<file path="src/rtl/tcs_pkg.sv">
`timescale 1ns/1ps
package tcs_pkg;

   typedef enum logic [1:0] {
      TX_RUN  = 2'd0,
      TX_ONES = 2'd1,
      TX_DOWN = 2'd2
   } tx_mode_e;

   function automatic int unsigned cnt_bits(input int unsigned limit);
      return (limit < 1) ? 1 : $clog2(limit + 1);
   endfunction

endpackage

</file>
<file path="src/rtl/tcs_sync.sv">
`timescale 1ns/1ps
module tcs_sync #(
   parameter int unsigned STAGES = 2
) (
   input  logic clk,
   input  logic rst_n,
   input  logic d,
   output logic q
);
   logic [STAGES-1:0] sh_q;

   generate
      if (STAGES < 2) begin : g_bad_stages
         $error("tcs_sync: STAGES must be at least 2");
      end
   endgenerate

   always_ff @(posedge clk or negedge rst_n) begin
      if (!rst_n) begin
         sh_q <= '0;
      end else begin
         sh_q[0] <= d;
         for (int i = 1; i < int'(STAGES); i++) begin
            sh_q[i] <= sh_q[i-1];
         end
      end
   end

   assign q = sh_q[STAGES-1];
endmodule

</file>
<file path="src/rtl/tcs_run_timer.sv">
`timescale 1ns/1ps
module tcs_run_timer import tcs_pkg::*; #(
   parameter int unsigned LIMIT = 16
) (
   input  logic clk,
   input  logic rst_n,
   input  logic level_ok,
   output logic expired
);
   localparam int unsigned CW = cnt_bits(LIMIT);
   localparam logic [CW-1:0] LIM_V = CW'(LIMIT);

   logic [CW-1:0] run_q;

   always_ff @(posedge clk or negedge rst_n) begin
      if (!rst_n) begin
         run_q <= '0;
      end else if (!level_ok) begin
         run_q <= '0;
      end else if (run_q != LIM_V) begin
         run_q <= run_q + 1'b1;
      end
   end

   assign expired = (run_q == LIM_V);
endmodule

</file>
<file path="src/rtl/tcs_rail_detect.sv">
`timescale 1ns/1ps
module tcs_rail_detect import tcs_pkg::*; #(
   parameter int unsigned RUN_LIMIT      = 16,
   parameter bit          SAMPLE_ON_FALL = 1'b1
) (
   input  logic clk,
   input  logic rst_n,
   input  logic clk_lvl,
   input  logic neg_lvl,
   output logic single_rail
);
   localparam int unsigned TARGET = RUN_LIMIT + 1;
   localparam int unsigned CW     = cnt_bits(TARGET);
   localparam logic [CW-1:0] TGT_V = CW'(TARGET);

   logic          prev_q;
   logic          strobe;
   logic [CW-1:0] ones_q;

   always_ff @(posedge clk or negedge rst_n) begin
      if (!rst_n) prev_q <= 1'b0;
      else        prev_q <= clk_lvl;
   end

   generate
      if (SAMPLE_ON_FALL) begin : g_fall
         assign strobe = prev_q & ~clk_lvl;
      end else begin : g_rise
         assign strobe = ~prev_q & clk_lvl;
      end
   endgenerate

   always_ff @(posedge clk or negedge rst_n) begin
      if (!rst_n) begin
         ones_q <= '0;
      end else if (strobe) begin
         if (!neg_lvl)             ones_q <= '0;
         else if (ones_q != TGT_V) ones_q <= ones_q + 1'b1;
      end
   end

   assign single_rail = (ones_q == TGT_V);
endmodule

</file>
<file path="src/rtl/txclk_supervisor.sv">
`timescale 1ns/1ps
module txclk_supervisor import tcs_pkg::*; #(
   parameter int unsigned HI_LIMIT       = 16,
   parameter int unsigned LO_LIMIT       = 64,
   parameter int unsigned RAIL_LIMIT     = 16,
   parameter int unsigned SYNC_STAGES    = 2,
   parameter bit          SAMPLE_ON_FALL = 1'b1
) (
   input  logic mclk,
   input  logic rst_n,
   input  logic tclk_i,
   input  logic tneg_i,
   input  logic oe_i,
   input  logic hiz_req_i,
   output logic all_ones_o,
   output logic pwr_down_o,
   output logic line_hiz_o,
   output logic single_rail_o
);
   generate
      if (HI_LIMIT < 2)    begin : g_bad_hi   $error("HI_LIMIT must be at least 2");   end
      if (LO_LIMIT < 2)    begin : g_bad_lo   $error("LO_LIMIT must be at least 2");   end
      if (RAIL_LIMIT < 1)  begin : g_bad_rail $error("RAIL_LIMIT must be at least 1"); end
      if (SYNC_STAGES < 2) begin : g_bad_sync $error("SYNC_STAGES must be at least 2"); end
   endgenerate

   logic     tclk_lvl;
   logic     tneg_lvl;
   logic     hi_stuck;
   logic     lo_stuck;
   tx_mode_e mode;

   tcs_sync #(.STAGES(SYNC_STAGES)) u_sync_clk (
      .clk(mclk), .rst_n(rst_n), .d(tclk_i), .q(tclk_lvl)
   );

   tcs_sync #(.STAGES(SYNC_STAGES)) u_sync_neg (
      .clk(mclk), .rst_n(rst_n), .d(tneg_i), .q(tneg_lvl)
   );

   tcs_run_timer #(.LIMIT(HI_LIMIT)) u_hi_timer (
      .clk(mclk), .rst_n(rst_n), .level_ok(tclk_lvl), .expired(hi_stuck)
   );

   tcs_run_timer #(.LIMIT(LO_LIMIT)) u_lo_timer (
      .clk(mclk), .rst_n(rst_n), .level_ok(~tclk_lvl), .expired(lo_stuck)
   );

   tcs_rail_detect #(.RUN_LIMIT(RAIL_LIMIT), .SAMPLE_ON_FALL(SAMPLE_ON_FALL)) u_rail (
      .clk(mclk), .rst_n(rst_n), .clk_lvl(tclk_lvl), .neg_lvl(tneg_lvl),
      .single_rail(single_rail_o)
   );

   always_comb begin
      if (lo_stuck)      mode = TX_DOWN;
      else if (hi_stuck) mode = TX_ONES;
      else               mode = TX_RUN;
   end

   assign all_ones_o = (mode == TX_ONES);
   assign pwr_down_o = (mode == TX_DOWN);
   assign line_hiz_o = pwr_down_o | ~oe_i | hiz_req_i;
endmodule

</file>
<file path="config.mk">
export PLATFORM = sky130hd
export DESIGN_NAME = txclk_supervisor
export DESIGN_NICKNAME = d
export VERILOG_FILES = /design/src/rtl/tcs_pkg.sv /design/src/rtl/tcs_sync.sv /design/src/rtl/tcs_run_timer.sv /design/src/rtl/tcs_rail_detect.sv /design/src/rtl/txclk_supervisor.sv
export SDC_FILE = /design/constraint.sdc
export NUM_CORES = 1
export LEC_CHECK = 0
export BUFFER_PORTS_ARGS = -buffer_cell sky130_fd_sc_hd__buf_2
export CAP_MARGIN = 0
export CORE_UTILIZATION = 40
export DETAILED_ROUTE_END_ITERATION = 7
export SLEW_MARGIN = 20
export SYNTH_ARGS = -nofsm -noshare
export SYNTH_HDL_FRONTEND = slang
export SYNTH_SLANG_ARGS = --single-unit
</file>
<file path="constraint.sdc">
create_clock -name mclk -period 2.5 [get_ports mclk]
set_clock_uncertainty 0.1 [all_clocks]
set_input_delay 0.375 -clock mclk [delete_from_list [all_inputs] [get_ports mclk]]
set_output_delay 0.375 -clock mclk [all_outputs]
set_load 0.02 [all_outputs]
</file>
==> impl_metrics.env <==
export IMPL_slew_violations=0
export IMPL_finalCritPeriodShare_pct=86.4
export IMPL_end_kind="output port"
export IMPL_seq_area_frac_synth_pct=50.5
export IMPL_fin_setup_tns_ps=0
export IMPL_final_core_util_pct=48.1
export IMPL_initial_core_util_pct=43.2
export IMPL_hold_class="input pin to flop"
export IMPL_clock_path_buffers=2
export IMPL_cp_arrival_ps=1680
export IMPL_wl_um=1630
export IMPL_grt_usage_pct=13.4
export IMPL_ios=10
export IMPL_vias=735
export IMPL_drc_errors=0
export IMPL_clock_latency_ps=300
export IMPL_power_uw=741
export IMPL_pwr_density_cell_nw_per_um2=611
export IMPL_yosysWarnings=0
export IMPL_synth_ff_type="dfrtp_1"
export IMPL_synth_avg_cell_area_um2=10.5
export IMPL_setup_viol=0
export IMPL_grt_max_degree=23
export IMPL_ys_ff_latch=22
export IMPL_cts_buffers_inserted=3
export IMPL_worst_slew_pin_slew_ps=515
export IMPL_outcome="finished clean"
export IMPL_drtPass1Iterations=4
export IMPL_syn_area_um2=1090
export IMPL_drtIter0Drc=20
export IMPL_io_buffers=9
export IMPL_critPathRequiredTime_ps=2030
export IMPL_core_um2=2520
export IMPL_synth_edff_count=0
export IMPL_dpl_hpwl_um=1180
export IMPL_synth_cells=104
export IMPL_synthMuxAreaShare_pct=2.87
export IMPL_die_area_um2=2940
export IMPL_nNetsFinal=128
export IMPL_yosys_area_share_simple_pct=24.9
export IMPL_cts_resized=0
export IMPL_grt_first_pass_wirelength_um=2690
export IMPL_yosys_area_share_xor_xnor_pct=4.02
export IMPL_path_max_fanout=6
export IMPL_preCtsSetupSlack_ps=683
export IMPL_n_antenna_cell=0
export IMPL_period_minus_slack_ps=2160
export IMPL_avgViaCountPerCell=5.07
export IMPL_start_kind="flop"
export IMPL_wl_per_cell_um=11.2
export IMPL_htree_num_levels=1
export IMPL_setup_ws_ps=341
export IMPL_peakVddDrop_uv=459
export IMPL_first_global_vias=627
export IMPL_yosys_area_share_adder_pct=6.89
export IMPL_async_flop_share_pct=100
export IMPL_clock_fmax_mhz=463
export IMPL_r2r_slack_ps=880
export IMPL_cts_num_sinks=22
export IMPL_cts_tree="yes"
export IMPL_path_clk_slew_ps=120
export IMPL_synth_top_family_by_area="simple AND/OR/NAND/NOR gates"
export IMPL_max_cap_violations=0
export IMPL_placementRows=18
export IMPL_cts_root_buf="clkbuf_4"
export IMPL_synth_fp_nets=116
export IMPL_critPathKind="flop to output port"
export IMPL_synth_compound_area_share_pct=6.31
export IMPL_slew_limit_headroom_pct=65.6
export IMPL_rsz0062_at_grt="no"
export IMPL_synth_distinct_cells=30
export IMPL_ant_nets=0
export IMPL_hold_viol=0
export IMPL_area_growth_pct=11.3
export IMPL_grt_overflow=0
export IMPL_p_leak_nw=0.573
export IMPL_antenna_found_initial=0
export IMPL_die_y_um=54.2
export IMPL_routabilityCongestion=0.726
export IMPL_drive_gt1_share_pct=13.0
export IMPL_die_w_um=54.2
## routing by layer
layer	vias to the layer above	track usage, %	wire [µm]
met5	-	0	0
met4	0	6.41	15
met3	2	5.08	27
met2	3	20.1	782
met1	355	16.8	802
li1	375	-	-
## area by class of cell
cell class / count / area, µm²
Tap cell: 30 / 37.5
Fill cell: 238 / 1310
Timing Repair Buffer: 10 / 55.1
Clock buffer: 3 / 22.5
Inverter: 7 / 26.3
Sequential cell: 22 / 551
Multi-Input combinational cell: 72 / 490
Clock inverter: 1 / 30.0
## where the power goes
group          internal [mW]  total [mW]  leakage, nW  switching, mW
logic                 0.0359      0.0684        0.259         0.0326
clock network          0.162       0.264       0.0279          0.102
registers              0.380       0.408        0.285         0.0283
## repair_timing
item                      4_1_cts  5_1_grt
buffers inserted                0        0
hold endpoints to repair       22        0
hold buffers                    1        0
## cell families after synthesis
logic type	after synthesis
simple gates	47
flops	22
fa+ha+maj	6
xor+xnor	5
compound gates	11
buf+inv	10
mux	3
## critical path: stages, from the launching register on
cell and delay (ps):
dfrtp_1 400, inv_1 70, ha_1 190, and3_1 200
or3b_1 350, buf_2 160
## through the flow
step / cell area, µm² / cells / hold WS, ps
2_1_floorplan: 1090 / 104 / -20.6
3_3_place_gp: 1150 / 140 / 238
3_5_place_dp: 1150 / 140 / 241
4_1_cts: 1210 / 145 / 46.7
5_1_grt: 1210 / 145 / 31.5
6_report: 1210 / 145 / 68.2
## worst paths after layout
kind,from,to,cells after the start
max,u_lo_timer.run_q[0]$_DFFE_PN0P_,line_hiz_o,5
min,tclk_i,u_sync_clk.sh_q[0]$_DFF_PN0_,1
max reg2reg,u_lo_timer.run_q[2]$_DFFE_PN0P_,u_lo_timer.run_q[0]$_DFFE_PN0P_,3
min reg2reg,u_sync_clk.sh_q[0]$_DFF_PN0_,u_sync_clk.sh_q[1]$_DFF_PN0_,0
max in group asynchronous,rst_n,u_lo_timer.run_q[4]$_DFFE_PN0P_,2
min in group asynchronous,rst_n,u_hi_timer.run_q[0]$_DFFE_PN0P_,2
## sequential cells by signal (all words and copies together), names as in the netlist
register,cells
u_hi_timer.run_q,5
u_lo_timer.run_q,7
u_rail.ones_q,5
u_rail.prev_q,1
u_sync_clk.sh_q,2
u_sync_neg.sh_q,2
## synthesized netlist by cell type, drive strengths merged (3+ instances only)
library cell | count | area share (%)
dfrtp | 22 | 51
nand2 | 9 | 3.1
nand3 | 8 | 3.7
nor2 | 8 | 2.8
inv | 7 | 2.4
nand2b | 7 | 4.7
ha | 6 | 6.9
and3 | 3 | 1.7
nor4 | 3 | 1.7
o21ai | 3 | 1.4
xor2 | 3 | 2.4
## cell usage in the layout (no fill, tap or decap), types with 2 or more instances in the layout
| cell | count |
|---|---|
| a21oi_1 | 2 |
| and2_1 | 2 |
| and3_1 | 3 |
| buf_2 | 9 |
| clkbuf_4 | 3 |
| dfrtp_1 | 22 |
| ha_1 | 6 |
| inv_1 | 7 |
| mux2i_1 | 2 |
| nand2_1 | 9 |
| nand2b_1 | 6 |
| nand3_1 | 8 |
| nand4bb_1 | 2 |
| nor2_1 | 8 |
| nor4_1 | 3 |
| o21ai_0 | 3 |
| o21bai_1 | 2 |
| o22ai_1 | 2 |
| xnor2_1 | 2 |
| xor2_1 | 3 |
(Power assumes the default switching activity.)
